--- config.mk ---
export PLATFORM = sky130hd
export DESIGN_NAME = thr_dma_wr
export DESIGN_NICKNAME = d
export VERILOG_FILES = /design/src/rtl/dma_pkg.sv /design/src/rtl/dma_rx_fifo.sv /design/src/rtl/dma_regs.sv /design/src/rtl/dma_burst.sv /design/src/rtl/thr_dma_wr.sv
export SDC_FILE = /design/constraint.sdc
export NUM_CORES = 2
export LEC_CHECK = 0
export ABC_AREA = 0
export BUFFER_PORTS_ARGS = -buffer_cell sky130_fd_sc_hd__buf_2
export CORE_UTILIZATION = 36
export CTS_BUF_LIST = sky130_fd_sc_hd__clkbuf_4 sky130_fd_sc_hd__clkbuf_8 sky130_fd_sc_hd__clkbuf_16
export CTS_CLUSTER_SIZE = 24
export DETAILED_ROUTE_END_ITERATION = 6
export GPL_TIMING_DRIVEN = 1
export MAX_ROUTING_LAYER = met4
export PLACE_DENSITY = 0.5
export SYNTH_ARGS = -nofsm -noshare
export SYNTH_HDL_FRONTEND = slang
export SYNTH_SLANG_ARGS = --single-unit
export TNS_END_PERCENT = 50
--- constraint.sdc ---
create_clock -name clk -period 3.2 [get_ports clk]
set_input_delay 0.16 -clock clk [delete_from_list [all_inputs] [get_ports clk]]
set_output_delay 0.16 -clock clk [all_outputs]
set_load 0.02 [all_outputs]
--- src/rtl/dma_pkg.sv ---
package dma_pkg;

    typedef enum logic [1:0] {
        ST_IDLE  = 2'd0,
        ST_SETUP = 2'd1,
        ST_DATA  = 2'd2
    } dma_state_e;

    localparam logic [1:0] SEL_DEST = 2'd0;
    localparam logic [1:0] SEL_SIZE = 2'd1;
    localparam logic [1:0] SEL_STAT = 2'd2;
    localparam logic [1:0] SEL_FILL = 2'd3;

    localparam int STAT_DONE = 0;
    localparam int STAT_ERR  = 1;
    localparam int STAT_BUSY = 2;

endpackage

--- src/rtl/dma_rx_fifo.sv ---
module dma_rx_fifo #(
    parameter int DATA_W = 32,
    parameter int DEPTH  = 64,
    localparam int PTR_W = $clog2(DEPTH),
    localparam int CNT_W = PTR_W + 1
) (
    input  logic              clk,
    input  logic              rst_n,
    input  logic              in_valid,
    input  logic [DATA_W-1:0] in_data,
    input  logic              drop_i,
    input  logic              pop_i,
    output logic [DATA_W-1:0] head_o,
    output logic [CNT_W-1:0]  count_o,
    output logic              ovf_o
);

    typedef struct packed {
        logic [PTR_W-1:0] wr_ptr;
        logic [PTR_W-1:0] rd_ptr;
        logic [CNT_W-1:0] count;
    } fifo_st_t;

    fifo_st_t q, n;
    logic [DATA_W-1:0] mem [DEPTH];
    logic full, push;

    always_comb begin
        n    = q;
        full = (q.count == CNT_W'(DEPTH));
        push = in_valid && !drop_i && !full;
        if (push) n.wr_ptr = q.wr_ptr + PTR_W'(1);
        if (pop_i) n.rd_ptr = q.rd_ptr + PTR_W'(1);
        n.count = q.count + CNT_W'(push) - CNT_W'(pop_i);
    end

    always_ff @(posedge clk) begin
        if (!rst_n) q <= '0;
        else        q <= n;
    end

    always_ff @(posedge clk) begin
        if (push) mem[q.wr_ptr] <= in_data;
    end

    assign head_o  = mem[q.rd_ptr];
    assign count_o = q.count;
    assign ovf_o   = in_valid && full;

    p_pop_nonempty_r5: assert property (@(posedge clk) disable iff (!rst_n)
        pop_i |-> (q.count != '0));

    p_count_bound_r9: assert property (@(posedge clk) disable iff (!rst_n)
        q.count <= CNT_W'(DEPTH));

    p_drop_holds_r9: assert property (@(posedge clk) disable iff (!rst_n)
        (drop_i && !pop_i) |=> (q.count == $past(q.count)));

endmodule

--- src/rtl/dma_regs.sv ---
module dma_regs
    import dma_pkg::*;
#(
    parameter int ADDR_W = 32,
    parameter int SIZE_W = 16,
    parameter int CNT_W  = 7
) (
    input  logic              clk,
    input  logic              rst_n,
    input  logic              wr_en,
    input  logic [1:0]        wr_sel,
    input  logic [ADDR_W-1:0] wr_data,
    input  logic [1:0]        rd_sel,
    output logic [ADDR_W-1:0] rd_data,
    input  logic              done_evt,
    input  logic              ovf_evt,
    input  logic              busy_i,
    input  logic [CNT_W-1:0]  fill_i,
    output logic [ADDR_W-1:0] dest_o,
    output logic [SIZE_W-1:0] size_o,
    output logic              err_o
);

    typedef struct packed {
        logic [ADDR_W-1:0] dest;
        logic [SIZE_W-1:0] size;
        logic              done;
        logic              err;
    } regs_st_t;

    regs_st_t q, n;
    logic stat_wr;

    always_comb begin
        n       = q;
        stat_wr = wr_en && (wr_sel == SEL_STAT);
        if (wr_en && wr_sel == SEL_DEST) n.dest = wr_data;
        if (wr_en && wr_sel == SEL_SIZE) n.size = wr_data[SIZE_W-1:0];
        // set has priority over a same-cycle clear
        n.done = done_evt || (q.done && !(stat_wr && wr_data[STAT_DONE]));
        n.err  = ovf_evt  || (q.err  && !(stat_wr && wr_data[STAT_ERR]));
    end

    always_ff @(posedge clk) begin
        if (!rst_n) q <= '0;
        else        q <= n;
    end

    always_comb begin
        unique case (rd_sel)
            SEL_DEST: rd_data = q.dest;
            SEL_SIZE: rd_data = ADDR_W'(q.size);
            SEL_STAT: rd_data = ADDR_W'({busy_i, q.err, q.done});
            default:  rd_data = ADDR_W'(fill_i);
        endcase
    end

    assign dest_o = q.dest;
    assign size_o = q.size;
    assign err_o  = q.err;

    p_done_set_r8: assert property (@(posedge clk) disable iff (!rst_n)
        done_evt |=> q.done);

    p_err_set_r9: assert property (@(posedge clk) disable iff (!rst_n)
        ovf_evt |=> q.err);

    p_err_sticky_r9: assert property (@(posedge clk) disable iff (!rst_n)
        (q.err && !stat_wr) |=> q.err);

endmodule

--- src/rtl/dma_burst.sv ---
module dma_burst
    import dma_pkg::*;
#(
    parameter int ADDR_W    = 32,
    parameter int DATA_W    = 32,
    parameter int SIZE_W    = 16,
    parameter int CNT_W     = 7,
    parameter int MAX_BURST = 32,
    parameter int BOUNDARY  = 4096,
    localparam int BYTES    = DATA_W / 8,
    localparam int BSH      = $clog2(BYTES),
    localparam int LEN_W    = $clog2(MAX_BURST + 1),
    localparam int BND_W    = $clog2(BOUNDARY)
) (
    input  logic              clk,
    input  logic              rst_n,
    input  logic [ADDR_W-1:0] dest_i,
    input  logic [SIZE_W-1:0] size_i,
    input  logic [CNT_W-1:0]  fill_i,
    input  logic [DATA_W-1:0] head_i,
    output logic              pop_o,
    output logic              wr_valid,
    input  logic              wr_ready,
    output logic              wr_sop,
    output logic [ADDR_W-1:0] wr_addr,
    output logic [LEN_W-1:0]  wr_len,
    output logic [DATA_W-1:0] wr_data,
    output logic              wr_last,
    output logic              busy_o,
    output logic              done_o
);

    typedef struct packed {
        dma_state_e        state;
        logic [ADDR_W-1:0] addr;
        logic [ADDR_W-1:0] bstart;
        logic [SIZE_W-1:0] remain;
        logic [LEN_W-1:0]  blen;
        logic [LEN_W-1:0]  left;
        logic              first;
        logic              done;
    } burst_st_t;

    burst_st_t q, n;
    logic [SIZE_W-1:0] size_words;
    logic              trigger;
    logic [31:0]       room, take;

    always_comb begin
        n          = q;
        n.done     = 1'b0;
        pop_o      = 1'b0;
        size_words = size_i >> BSH;
        trigger    = (size_words != '0) && (32'(fill_i) >= 32'(size_words));
        room       = (32'(BOUNDARY) - 32'(q.addr[BND_W-1:0])) >> BSH;
        take       = 32'(q.remain);
        if (take > 32'(MAX_BURST)) take = 32'(MAX_BURST);
        if (take > room)           take = room;
        case (q.state)
            ST_IDLE: begin
                if (trigger) begin
                    n.state  = ST_SETUP;
                    n.addr   = dest_i & ~ADDR_W'(BYTES - 1);
                    n.remain = size_words;
                end
            end
            ST_SETUP: begin
                n.blen   = LEN_W'(take);
                n.left   = LEN_W'(take);
                n.bstart = q.addr;
                n.first  = 1'b1;
                n.state  = ST_DATA;
            end
            ST_DATA: begin
                if (wr_ready) begin
                    pop_o    = 1'b1;
                    n.addr   = q.addr + ADDR_W'(BYTES);
                    n.remain = q.remain - SIZE_W'(1);
                    n.left   = q.left - LEN_W'(1);
                    n.first  = 1'b0;
                    if (q.left == LEN_W'(1)) begin
                        if (q.remain == SIZE_W'(1)) begin
                            n.state = ST_IDLE;
                            n.done  = 1'b1;
                        end else begin
                            n.state = ST_SETUP;
                        end
                    end
                end
            end
            default: n.state = ST_IDLE;
        endcase
    end

    always_ff @(posedge clk) begin
        if (!rst_n) q <= '0;
        else        q <= n;
    end

    assign wr_valid = (q.state == ST_DATA);
    assign wr_sop   = q.first;
    assign wr_addr  = q.bstart;
    assign wr_len   = q.blen;
    assign wr_data  = head_i;
    assign wr_last  = (q.left == LEN_W'(1));
    assign busy_o   = (q.state != ST_IDLE);
    assign done_o   = q.done;

    p_len_limit_r6: assert property (@(posedge clk) disable iff (!rst_n)
        (wr_valid && wr_sop) |-> (wr_len != '0 && 32'(wr_len) <= 32'(MAX_BURST)));

    p_no_cross_r6: assert property (@(posedge clk) disable iff (!rst_n)
        (wr_valid && wr_sop) |->
        (32'(wr_addr[BND_W-1:0]) + 32'(wr_len) * 32'(BYTES) <= 32'(BOUNDARY)));

    p_hold_r10: assert property (@(posedge clk) disable iff (!rst_n)
        (wr_valid && !wr_ready) |=>
        (wr_valid && $stable(wr_data) && $stable(wr_addr) && $stable(wr_len)));

    p_irq_pulse_r8: assert property (@(posedge clk) disable iff (!rst_n)
        done_o |=> !done_o);

    p_zero_size_r4: assert property (@(posedge clk) disable iff (!rst_n)
        (q.state == ST_IDLE && size_words == '0) |=> (q.state == ST_IDLE));

endmodule

--- src/rtl/thr_dma_wr.sv ---
module thr_dma_wr
    import dma_pkg::*;
#(
    parameter int DATA_W     = 32,
    parameter int ADDR_W     = 32,
    parameter int SIZE_W     = 16,
    parameter int FIFO_DEPTH = 64,
    parameter int MAX_BURST  = 32,
    parameter int BOUNDARY   = 4096
) (
    input  logic                             clk,
    input  logic                             rst_n,
    input  logic                             rx_valid,
    input  logic [DATA_W-1:0]                rx_data,
    input  logic                             cfg_wr_en,
    input  logic [1:0]                       cfg_wr_sel,
    input  logic [ADDR_W-1:0]                cfg_wr_data,
    input  logic [1:0]                       cfg_rd_sel,
    output logic [ADDR_W-1:0]                cfg_rd_data,
    output logic                             wr_valid,
    input  logic                             wr_ready,
    output logic                             wr_sop,
    output logic [ADDR_W-1:0]                wr_addr,
    output logic [$clog2(MAX_BURST+1)-1:0]   wr_len,
    output logic [DATA_W-1:0]                wr_data,
    output logic                             wr_last,
    output logic                             irq
);

    localparam int CNT_W = $clog2(FIFO_DEPTH) + 1;

    logic [DATA_W-1:0] head;
    logic [CNT_W-1:0]  fill;
    logic              ovf, pop, err, busy, done;
    logic [ADDR_W-1:0] dest;
    logic [SIZE_W-1:0] size;

    dma_rx_fifo #(
        .DATA_W (DATA_W),
        .DEPTH  (FIFO_DEPTH)
    ) u_fifo (
        .clk      (clk),
        .rst_n    (rst_n),
        .in_valid (rx_valid),
        .in_data  (rx_data),
        .drop_i   (err),
        .pop_i    (pop),
        .head_o   (head),
        .count_o  (fill),
        .ovf_o    (ovf)
    );

    dma_regs #(
        .ADDR_W (ADDR_W),
        .SIZE_W (SIZE_W),
        .CNT_W  (CNT_W)
    ) u_regs (
        .clk      (clk),
        .rst_n    (rst_n),
        .wr_en    (cfg_wr_en),
        .wr_sel   (cfg_wr_sel),
        .wr_data  (cfg_wr_data),
        .rd_sel   (cfg_rd_sel),
        .rd_data  (cfg_rd_data),
        .done_evt (done),
        .ovf_evt  (ovf),
        .busy_i   (busy),
        .fill_i   (fill),
        .dest_o   (dest),
        .size_o   (size),
        .err_o    (err)
    );

    dma_burst #(
        .ADDR_W    (ADDR_W),
        .DATA_W    (DATA_W),
        .SIZE_W    (SIZE_W),
        .CNT_W     (CNT_W),
        .MAX_BURST (MAX_BURST),
        .BOUNDARY  (BOUNDARY)
    ) u_burst (
        .clk      (clk),
        .rst_n    (rst_n),
        .dest_i   (dest),
        .size_i   (size),
        .fill_i   (fill),
        .head_i   (head),
        .pop_o    (pop),
        .wr_valid (wr_valid),
        .wr_ready (wr_ready),
        .wr_sop   (wr_sop),
        .wr_addr  (wr_addr),
        .wr_len   (wr_len),
        .wr_data  (wr_data),
        .wr_last  (wr_last),
        .busy_o   (busy),
        .done_o   (done)
    );

    assign irq = done;

endmodule

==> metrics.md <==
| Metric | Value |
|---|---|
| Status | `complete, but fails checks` |
| Violated checks | `setup timing` |
| Period minus WS final | `3.76 ns` |
| Critical path class | `flip-flop to primary output` |
| Starting Density | `0.363` |
| Worst min-delay path startpoint | `rx_data[15]` |
| Max Transition Viols Final | `0` |
| CP max-delay cell | `mux4_2` |
| Clk Latency, worst-skew pair | `0.87 ns` |
| Mean post-synth cell area | `19.5 um^2` |
| Pre-CTS WS | `-0.110 ns` |
| Fin crit share | `1.18` |
| Synth Register Bits | `2,215` |
| Number of max-cap violations | `0` |
| Worst hold stages | `1` |
| Row count | `179` |
| All-layer global routing usage | `0.211` |
| Distinct cells, synth | `74` |
| Synth Area in Simple Gates | `0.0331` |
| Layout cell share with drive strength beyond 1 | `0.343` |
| Worst slew pin tran | `1.23 ns` |
| Asr flop ratio synth | `0` |
| Largest net degree at the start of global routing | `89` |
| Worst Hold Slack | `0.0274 ns` |
| Die Ht | `492 um` |
| Multi-input logic area | `21,700 um^2` |
| Post-DP HPWL | `152,000 um` |
| CTS tree | `done` |
| WP data required | `3.04 ns` |
| I/O Buffers | `176` |
| Nets | `5,214` |
| CTS root buf | `clkbuf_16` |
| Max H-tree Level | `4` |
| Setup slack after layout | `-0.565 ns` |
| Most frequent CP cell | `buf_4` |
| Cell area after synthesis | `86,300 um^2` |
| Leak | `0.0332 uW` |
| Mux cell area share after synthesis | `0.148` |
| EDFF count, synth | `2,048` |
| GR Overflow Total | `0` |
| Die area | `242,000 um^2` |
| CTS Buf Count | `228` |
| Main combinational cell family by area after synthesis | `multiplexers` |
| Fillers | `20,400` |
| R2r startpoint | `u_burst.q[20]$_SDFFE_PN0P_` |
| DR DRC count | `0` |
| VDD IR max | `448 uV` |
| Routed len/inst | `29.4 um` |
| Clock sinks | `2,215` |
| Element type at the critical path start | `flip-flop` |
| Core outline area | `238,000 um^2` |
| Ys flop type | `edfxtp_1` |
| CP endpoint kind | `primary output` |
| Die X | `492 um` |
| Vias/cell | `5.44` |
| Worst endpoint data arrival time | `3.60 ns` |
| Adder-Cell Fraction of Synth Area | `0.00545` |
| FF-to-FF End | `u_burst.wr_len[2]$_SDFFE_PN0P_` |
| Number of DRC markers in iteration 0 | `4,169` |
| Worst slew margin | `0.179` |
| RSZ-0062 raised after global routing | `true` |
| Worst reg-to-reg path cell count | `13` |
| GP Congestion | `0.807` |
| Compound-gate portion of the synthesized area | `0.0421` |
| Skew final | `0.0470 ns` |
| Setup-failing EPs final | `32` |
| Layout overhead on the synthesized area | `22.4%` |
| Via count | `46,100` |
| Sequential area share after synthesis | `0.751` |
| Hold Path Class | `input pin to flip-flop` |
| 1st-pass router iterations | `5` |
| Critical Path, Cell by Cell | `buf_12 > buf_12 > mux4_2 > o22ai_1 > nor2_1 > buf_4 > a32oi_1 > buf_4 > a221oi_1 > buf_4 > buf_2` |
| Power after layout | `64,200 uW` |
| Worst-path maximum fanout | `17` |
| Setup slack, reg-to-reg | `0.19 ns` |
| Synth Instances | `4,438` |
| Clock Path Buffers | `3` |
| YS warnings | `0` |
| Reg clk slew, reported paths | `0.06 ns` |
| WL final | `249,000 um` |
| Most common cell after layout, fill and taps aside | `edfxtp_1` |
| Storage element area | `64,900 um^2` |
| Most frequent cells in the layout | `2,048 x edfxtp_1, 515 x mux4_2, 313 x buf_4, 296 x nand2_1, 230 x clkbuf_16` |
| Initial antenna violation count | `6` |
| Power per cell area | `608 nW/um^2` |
| Final antenna-violating net count | `0` |
| Fmax | `266 MHz` |
| Number of global-route vias before repair | `46,900` |
| # IOs | `179` |
| Final Hold Fails | `0` |
| Global-route wire length before repair | `354,000 um` |
| WHS Endpoint | `u_fifo.mem[57][15]$_DFFE_PP_` |
| Post-Synth XOR/XNOR Area | `0.00233` |
| Max stage delay on crit path | `0.53 ns` |
## synthesized netlist by cell type (all sizes together) (12+ instances only)
master | n | area [um^2]
edfxtp | 2048 | 61500
nand3 | 32 | 160
ha | 36 | 450
nor4 | 15 | 93.8
clkbuf | 152 | 571
nand2b | 13 | 81.3
nand4 | 12 | 75.1
a22o | 49 | 429
a221oi | 76 | 666
o21ai | 58 | 290
o31ai | 12 | 95.1
and2 | 26 | 163
nor2 | 192 | 721
mux4 | 515 | 11600
nand2 | 299 | 1120
nor2b | 13 | 81.3
inv | 34 | 128
mux2i | 101 | 1010
mux2 | 17 | 191
o221ai | 18 | 158
o22ai | 51 | 319
nor3 | 26 | 130
a21oi | 169 | 846
dfxtp | 167 | 3340
buf | 151 | 823
a32oi | 19 | 166
xor2 | 13 | 114
## metal layers
metal | vias to the layer above | share of wire | routed length, um | global-route usage
li1 | 19600 | - | - | -
met1 | 24900 | 0.44 | 109000 | 0.287
met2 | 1308 | 0.49 | 123000 | 0.341
met3 | 295 | 0.048 | 12000 | 0.0261
met4 | 0 | 0.019 | 4710 | 0.0441
met5 | - | 0 | 0 | -
## flip-flops by register name, summed over array words and instances (netlist names), named ones only
signal and flops:
u_regs.err_o 1, u_burst.wr_len 6, u_burst.done_o 1, u_regs.size_o 16, u_burst.wr_sop 1, u_regs.dest_o 32, u_burst.q 54, u_regs.q 1
u_fifo.mem 2048, u_burst.wr_addr 30, u_fifo.q 12, u_fifo.count_o 7
## final cells by class
| class | instances | share of cell area |
|---|---|---|
| antenna | 6 | 0.000142 |
| clock buffer | 300 | 0.0593 |
| timing repair buffer | 733 | 0.0713 |
| multi-input combinational | 1891 | 0.205 |
| inverter | 35 | 0.00127 |
| sequential | 2215 | 0.614 |
| clock inverter | 128 | 0.0117 |
| tap | 3167 | 0.0375 |
## cells by family after synthesis
logic type	after synthesis
multiplexers	633
flip-flops	2215
AO/OA/AOI/OAI	531
XOR/XNOR	23
buffers and inverters	338
AND/OR/NAND/NOR	660
other	1
adder cells (fa/ha/maj)	37
## worst max-delay path, delay by kind of cell, from the launching register on
family                 cells  cell delay (ns)
AOI/OAI and AO/OA          3             0.45
and+or+nand+nor            1             0.07
buffers and inverters      6             1.17
DFF                        1             0.43
muxes                      1             0.53
## worst max-delay path by stage
stage                            startpoint                     endpoint  slack (ns)  cells after the start
2_1_floorplan  u_fifo.count_o[2]$_SDFF_PN0_  u_fifo.mem[63][0]$_DFFE_PP_       -0.29                      8
6_report                          flip-flop                  wr_data[16]       -0.56                     11
3_5_place_dp                      flip-flop                  wr_data[26]       -0.11                     11
4_1_cts                           flip-flop                  wr_data[29]       -0.68                     11
3_3_place_gp                      flip-flop                  wr_data[26]       -0.11                     11
5_1_grt                           flip-flop                  wr_data[16]       -0.74                     11
## report_power, final
part	switching [uW]	internal, uW
Sequential	209	31900
Clock	11300	15200
Combinational	3230	2380
Total	14700	49500
## timing repair
item | CTS | global route
hold endpoints to repair | 782 | 0
cloned | 8 | 1
hold buffers | 75 | 0
pin swaps | 15 | 11
endpoints found under the setup margin | 32 | 43
setup buffers | 54 | 16
resized for setup | 212 | 83
## stage by stage
stage	area, um^2	TNS, ns	cells	utilization
floorplan	86400	-213.95	4444	-
global placement	95000	-0.243	7889	0.399
detailed placement	95000	-0.296	7889	0.399
CTS	105000	-18.45	8454	0.442
global route	106000	-18.90	8472	0.444
finish	106000	-14.35	8475	0.444
Note: power is estimated with default switching activity, not from simulation.
